**src/rtl/accadd_pkg.sv**
```systemverilog
package accadd_pkg;
  localparam int NIB = 4;
  localparam logic [3:0] BCD_MAX = 4'd9;
  localparam logic [3:0] BCD_FIX = 4'd6;

  typedef enum logic [1:0] {
    OPC_ADD  = 2'b00,
    OPC_ADDC = 2'b01,
    OPC_DADJ = 2'b10,
    OPC_NOP  = 2'b11
  } opc_e;
endpackage

```
**src/rtl/nibble_add.sv**
```systemverilog
module nibble_add
  import accadd_pkg::*;
(
  input  logic [NIB-1:0] a_i,
  input  logic [NIB-1:0] b_i,
  input  logic           cin_i,
  output logic [NIB-1:0] sum_o,
  output logic           cout_o
);
  logic [NIB:0] total;

  assign total  = {1'b0, a_i} + {1'b0, b_i} + {{NIB{1'b0}}, cin_i};
  assign sum_o  = total[NIB-1:0];
  assign cout_o = total[NIB];
endmodule

```
**src/rtl/nib_ripple_add.sv**
```systemverilog
module nib_ripple_add
  import accadd_pkg::*;
#(
  parameter  int DIGITS = 2,
  localparam int W      = DIGITS * NIB
) (
  input  logic [W-1:0] a_i,
  input  logic [W-1:0] b_i,
  input  logic         cin_i,
  output logic [W-1:0] sum_o,
  output logic         aux_o,
  output logic         cout_o
);
  logic [DIGITS:0] chain;

  assign chain[0] = cin_i;

  for (genvar g = 0; g < DIGITS; g++) begin : g_nib
    nibble_add u_nib (
      .a_i   (a_i[g*NIB +: NIB]),
      .b_i   (b_i[g*NIB +: NIB]),
      .cin_i (chain[g]),
      .sum_o (sum_o[g*NIB +: NIB]),
      .cout_o(chain[g+1])
    );
  end

  assign aux_o  = chain[1];
  assign cout_o = chain[DIGITS];
endmodule

```
**src/rtl/bcd_adjust.sv**
```systemverilog
module bcd_adjust
  import accadd_pkg::*;
#(
  parameter  int DIGITS = 2,
  localparam int W      = DIGITS * NIB
) (
  input  logic [W-1:0] val_i,
  input  logic         aux_i,
  input  logic         cy_i,
  output logic [W-1:0] val_o,
  output logic         cy_o
);
  // prop[g]: carry entering digit g from the digit below
  logic [DIGITS-1:0] prop;

  assign prop[0] = 1'b0;

  for (genvar g = 0; g < DIGITS; g++) begin : g_dig
    logic           flag;
    logic [NIB-1:0] pre;
    logic [NIB:0]   fixed;

    assign flag = ((g == 0) ? aux_i : 1'b0) | ((g == DIGITS - 1) ? cy_i : 1'b0);

    if (g == DIGITS - 1) begin : g_top
      // top digit: ripple-in overflow is dropped; only the correction counts
      assign pre  = val_i[g*NIB +: NIB] + {{(NIB-1){1'b0}}, prop[g]};
      assign cy_o = fixed[NIB];
    end else begin : g_low
      logic [NIB:0] wide;
      assign wide        = {1'b0, val_i[g*NIB +: NIB]} + {{NIB{1'b0}}, prop[g]};
      assign pre         = wide[NIB-1:0];
      assign prop[g+1]   = wide[NIB] | fixed[NIB];
    end

    assign fixed = {1'b0, pre} + (((pre > BCD_MAX) || flag) ? {1'b0, BCD_FIX} : '0);
    assign val_o[g*NIB +: NIB] = fixed[NIB-1:0];
  end
endmodule

```
**src/rtl/accum_bcd_alu.sv**
```systemverilog
module accum_bcd_alu
  import accadd_pkg::*;
#(
  parameter  int DIGITS = 2,
  localparam int W      = DIGITS * NIB
) (
  input  logic         clk,
  input  logic         rst_n,
  input  logic         op_valid,
  input  logic [1:0]   op_sel,
  input  logic [W-1:0] acc_in,
  input  logic [W-1:0] opnd_in,
  input  logic         cy_in,
  input  logic         ac_in,
  output logic [W-1:0] acc_q,
  output logic         cy_q,
  output logic         ac_q
);
  // reset: asserted asynchronously, released after two clock edges
  logic [1:0] rst_pipe;
  logic       rst_s_n;

  always_ff @(posedge clk or negedge rst_n) begin
    if (!rst_n) rst_pipe <= 2'b00;
    else        rst_pipe <= {rst_pipe[0], 1'b1};
  end
  assign rst_s_n = rst_pipe[1];

  opc_e opc;
  assign opc = opc_e'(op_sel);

  // binary path
  logic [W-1:0] bin_sum;
  logic         bin_aux, bin_cy, bin_cin;

  assign bin_cin = (opc == OPC_ADDC) & cy_in;

  nib_ripple_add #(.DIGITS(DIGITS)) u_add (
    .a_i   (acc_in),
    .b_i   (opnd_in),
    .cin_i (bin_cin),
    .sum_o (bin_sum),
    .aux_o (bin_aux),
    .cout_o(bin_cy)
  );

  // decimal path
  logic [W-1:0] da_val;
  logic         da_cy;

  bcd_adjust #(.DIGITS(DIGITS)) u_da (
    .val_i(acc_in),
    .aux_i(ac_in),
    .cy_i (cy_in),
    .val_o(da_val),
    .cy_o (da_cy)
  );

  // next state
  logic [W-1:0] acc_d;
  logic         cy_d, ac_d, load;

  always_comb begin
    acc_d = acc_q;
    cy_d  = cy_q;
    ac_d  = ac_q;
    load  = op_valid && (opc != OPC_NOP);
    case (opc)
      OPC_ADD, OPC_ADDC: begin
        acc_d = bin_sum;
        cy_d  = bin_cy;
        ac_d  = bin_aux;
      end
      OPC_DADJ: begin
        acc_d = da_val;
        cy_d  = da_cy;
        ac_d  = ac_in;
      end
      default: ;
    endcase
  end

  // registers with explicit enable
  always_ff @(posedge clk or negedge rst_s_n) begin
    if (!rst_s_n) begin
      acc_q <= '0;
      cy_q  <= 1'b0;
      ac_q  <= 1'b0;
    end else if (load) begin
      acc_q <= acc_d;
      cy_q  <= cy_d;
      ac_q  <= ac_d;
    end
  end

  // checks against the port-level arithmetic
  assert_add_R2: assert property (@(posedge clk) disable iff (!rst_s_n)
    (op_valid && opc == OPC_ADD) |=>
      ({cy_q, acc_q} == ({1'b0, $past(acc_in)} + {1'b0, $past(opnd_in)})));

  assert_addc_R5: assert property (@(posedge clk) disable iff (!rst_s_n)
    (op_valid && opc == OPC_ADDC) |=>
      ({cy_q, acc_q} == ({1'b0, $past(acc_in)} + {1'b0, $past(opnd_in)}
                         + {{W{1'b0}}, $past(cy_in)})));

  assert_aux_R4: assert property (@(posedge clk) disable iff (!rst_s_n)
    (op_valid && (opc == OPC_ADD || opc == OPC_ADDC)) |=>
      (ac_q == (({1'b0, $past(acc_in[NIB-1:0])} + {1'b0, $past(opnd_in[NIB-1:0])}
                 + {{NIB{1'b0}}, $past(op_sel == 2'b01 && cy_in)}) > 5'd15)));

  assert_da_aux_R8: assert property (@(posedge clk) disable iff (!rst_s_n)
    (op_valid && opc == OPC_DADJ) |=> (ac_q == $past(ac_in)));

  assert_da_wrap_R7: assert property (@(posedge clk) disable iff (!rst_s_n)
    (op_valid && opc == OPC_DADJ) |=> (!cy_q || (acc_q[W-1 -: NIB] < BCD_FIX)));

  assert_hold_R9: assert property (@(posedge clk) disable iff (!rst_s_n)
    !(op_valid && opc != OPC_NOP) |=> ($stable(acc_q) && $stable(cy_q) && $stable(ac_q)));
endmodule

```
**config.mk**
```make
export PLATFORM = sky130hd
export DESIGN_NAME = accum_bcd_alu
export DESIGN_NICKNAME = d
export VERILOG_FILES = /design/src/rtl/accadd_pkg.sv /design/src/rtl/nibble_add.sv /design/src/rtl/nib_ripple_add.sv /design/src/rtl/bcd_adjust.sv /design/src/rtl/accum_bcd_alu.sv
export SDC_FILE = /design/constraint.sdc
export NUM_CORES = 1
export LEC_CHECK = 0
export ABC_CLOCK_PERIOD_IN_PS = 800
export CORE_MARGIN = 2
export CORE_UTILIZATION = 35
export CTS_BUF_LIST = sky130_fd_sc_hd__clkbuf_8
export CTS_CLUSTER_DIAMETER = 40
export DETAILED_ROUTE_END_ITERATION = 10
export PLACE_DENSITY_LB_ADDON = 0.15
export SYNTH_ARGS = -nofsm -noshare
export SYNTH_HDL_FRONTEND = slang
export SYNTH_SLANG_ARGS = --single-unit
```
**constraint.sdc**
```tcl
create_clock -name clk -period 0.8 [get_ports clk]
set_input_delay 0.2 -clock clk [delete_from_list [all_inputs] [get_ports clk]]
set_output_delay 0.2 -clock clk [all_outputs]
set_load 0.005 [all_outputs]
```
==> results.yml <==
outcome:
  run_status: "complete, but fails checks"
  violations: "setup timing"
clock_network:
  cts_buffer_count: 3
  cts-hold-fix-buffers: 0
  root_buffer: "sky130_fd_sc_hd__clkbuf_8"
  worst_setup_hold_path_clk_slew_ns: 0.05
  cts_max_level: 1
  clockBufferDepth: 2
  numClockSinks: 12
  worst_skew_late_latency_ns: 0.23
  tritoncts: "yes"
finish:
  final-seq-area_um2: 300.3
  layout-drive-gt1-share_pct: 49.49
  layout.cells.most_common: "sky130_fd_sc_hd__buf_4"
  final_core_utilization_pct: 62.63
  area_growth_pct: 72.76
  num_antenna_cells: 0
  nNetsFinal: 241
  post_layout_nonfiller_instances: 231
  area_of_the_multi_input_gates_um2: 848.3
  most-common-layout-cells: "sky130_fd_sc_hd__buf_4 (43), sky130_fd_sc_hd__buf_2 (13), sky130_fd_sc_hd__nand2_1 (12), sky130_fd_sc_hd__dfrtp_1 (12), sky130_fd_sc_hd__clkdlybuf4s50_1 (12)"
  finalInstanceArea_um2: 1881
  fill_cells: 267
worst_setup_path:
  timing.reg2reg.setup_slack_ns: -0.17
  reg2reg_depth: 3
  timing.critical_path.to: "acc_q[7]"
  crit_path_max_fanout: 3
  worst_setup_path_startpoint: "acc_in[1]"
  cp-end-kind: "register"
  critical_path_required_ns: 0.92
  critical_path_arrival_ns: 2.86
  reg2reg_from: "acc_q[3]"
  rr_endpoint: "acc_q[3]"
  element_type_at_the_critical_path_start: "primary input"
  path_class: "primary input to register"
yosys:
  yosysUniqueCellTypes: 31
  number_of_storage_elements_in_the_synthesis_netlist: 12
  synthesis.instances: 120
  share_of_synthesized_area_occupied_by_flip_flops_and_latches_pct: 27.59
  yosys-top-cells-area: "sky130_fd_sc_hd__dfrtp_1 (28%), sky130_fd_sc_hd__ha_1 (14%), sky130_fd_sc_hd__fa_1 (11%)"
  synthesis.area_um2: 1089
  mappedNetlistNets: 161
  netlist.top_cell.by_area: "sky130_fd_sc_hd__dfrtp_1"
  yosysWarningCount: 0
  synth_largest_type_area_fraction_pct: 27.59
  syn_area_per_cell_um2: 9.071
sta:
  final_report_hold_violation_count: 0
  finalCritPeriodShare_pct: 342.8
  max_clock_freq_ghz: 0.3646
  final.setup.worst_slack_ns: -1.943
  timing.final.crit_period_ns: 2.743
  grt_setup_unrepaired: "yes"
  timing_max_transition_violations_final: 0
  finalSetupViolations: 20
  finClkSkew_ns: 0.0002939
power_and_ir_drop:
  cellLeakagePower_nw: 0.9326
  power_report.internal_total_mw: 1.741
  power_frac_clock_pct: 21.2
  power.share.combinational_pct: 48.1
  vdd.ir_drop.worst_v: 0.0004888
  power.sequential.fraction_pct: 30.7
  power.switching_fraction_pct: 30.14
  power_mw: 2.492
  power_density_of_the_placed_cells_nw_per_um2: 1325
  p_switching_uw: 751.3
drt:
  first_pass_iters: 4
  route.detailed.drc: 0
  detail_route.vias_per_cell: 4.905
  num_vias: 1133
  route.final.wire_length_um: 3066
  initialDrtViolationCount: 37
  detail_route.wl_per_cell_um: 13.27
  ant_nets: 0
grt:
  grt_overflow_total: 0
  largest_net_degree_at_the_start_of_global_routing: 11
  antenna_found_initial: 0
  first_global_vias: 1115
  grt_util_all_layers_pct: 17.59
  grt_pass1_wl_um: 4761
place:
  instance_area_after_placement_um2: 1710
  place.port_buffers: 32
  routabilityCongestion: 0.8335
  dp_cells: 213
  detailedPlacementHpwl_um: 2414
floorplanning:
  die_w_um: 59.77
  floorplan.initialDensity_pct: 36.25
  core_region_area_um2: 3003
  die-area_um2: 3572
  placement_rows: 20
  die_height_um: 59.77
  design.portCount: 33
run:
  maxCapViolCount: 0
worst_hold_path:
  holdCritPathClass: "primary input to async pin"
==> state kept, by name, indices dropped and copies added, names as in the netlist <==
| name | cells |
|---|---|
| rst_pipe | 2 |
| cy_q | 1 |
| acc_q | 8 |
| ac_q | 1 |
==> how the worst min path moves through the flow <==
stage	end	start	depth (start not counted)	slack, ns
finish	rst_pipe[1]	rst_n	1	0.13
global route	rst_pipe[1]	rst_n	1	0.13
CTS	rst_pipe[1]	rst_n	1	0.12
detailed placement	acc_q[0]	rst_pipe[1]	0	0.17
global placement	cy_q	rst_pipe[1]	0	0.17
floorplan	rst_pipe[0]	rst_n	0	-0.1
==> area by class of cell <==
| cell class | count | area share, % |
|---|---|---|
| multi-input cells | 95 | 45.11 |
| repair buffers | 78 | 32.54 |
| flip-flops and latches | 12 | 15.97 |
| clock buffers | 3 | 2.196 |
| well taps | 33 | 2.196 |
| inverters | 10 | 1.996 |
==> per-stage QoR <==
step	TNS (ns)	hold slack, ns	setup slack, ns
2_1_floorplan	-11.43	-0.09559	-1.929
3_3_place_gp	-19.66	0.1713	-2.471
3_5_place_dp	-20.22	0.1727	-2.638
4_1_cts	-13.18	0.1241	-2.010
5_1_grt	-14.17	0.1273	-2.061
6_report	-13.16	0.1272	-1.943
==> power groups by stage <==
stage,clock network [mW],registers (mW),logic (mW)
2_1_floorplan,0,0.780,0.448
3_3_place_gp,0,0.775,1.05
3_5_place_dp,0,0.779,1.09
4_1_cts,0.541,0.765,1.09
5_1_grt,0.567,0.778,1.33
6_report,0.529,0.764,1.20
==> worst max-delay path, stage by stage <==
cell and delay [ns]:
sky130_fd_sc_hd__buf_6 0.10, sky130_fd_sc_hd__o21ai_4 0.16, sky130_fd_sc_hd__nand2b_4 0.09, sky130_fd_sc_hd__ha_4 0.21
sky130_fd_sc_hd__a21oi_2 0.12, sky130_fd_sc_hd__nor2b_1 0.06, sky130_fd_sc_hd__ha_2 0.21, sky130_fd_sc_hd__ha_4 0.27
sky130_fd_sc_hd__nand2b_4 0.12, sky130_fd_sc_hd__nand3_2 0.08, sky130_fd_sc_hd__o21ai_2 0.08, sky130_fd_sc_hd__a21o_1 0.17
sky130_fd_sc_hd__ha_2 0.20, sky130_fd_sc_hd__inv_2 0.04, sky130_fd_sc_hd__fa_2 0.32, sky130_fd_sc_hd__xor3_1 0.20
sky130_fd_sc_hd__a21oi_1 0.14, sky130_fd_sc_hd__a21oi_1 0.07
==> routing by layer <==
metal  global-route usage (%)  share of wire (%)
met5                        0                  0
met4                    5.714               0.91
met3                    1.948                3.6
met2                    30.90                 50
met1                    22.31                 46
==> logic make-up (layout without fill, tap and decap cells) <==
logic type / count (synthesis) / in the layout / share of synthesized area, %
simple gates: 36 / 36 / 15.98
buf+inv: 13 / 91 / 5.517
flops: 12 / 12 / 27.59
compound gates: 34 / 34 / 19.54
fa+ha+maj: 18 / 18 / 24.83
other cells: 1 / 1 / 0.3445
xor+xnor: 6 / 6 / 6.206
==> timing repair <==
| item | CTS | global route |
|---|---|---|
| pin swaps | 27 | 19 |
| endpoints found under the hold margin | 0 | 0 |
| gates resized for setup | 91 | 10 |
| setup buffers | 7 | 8 |
| endpoints found under the setup margin | 20 | 20 |
==> cells in the mapped netlist (all sizes together) <==
cell     number
a21bo         1
nand3b        1
o21ai        10
a31oi         3
xor3          1
a21oi        11
ha           12
a21boi        1
dfrtp        12
nand2        12
nor2b         3
or3           1
o31ai         1
clkbuf        1
fa            6
inv          10
a21o          5
and3          2
or3b          1
conb          1
buf           2
xor2          5
nand3         5
nor2          8
o32a          1
nand2b        3
a2111oi       1
Note: power is estimated with default switching activity, not from simulation.
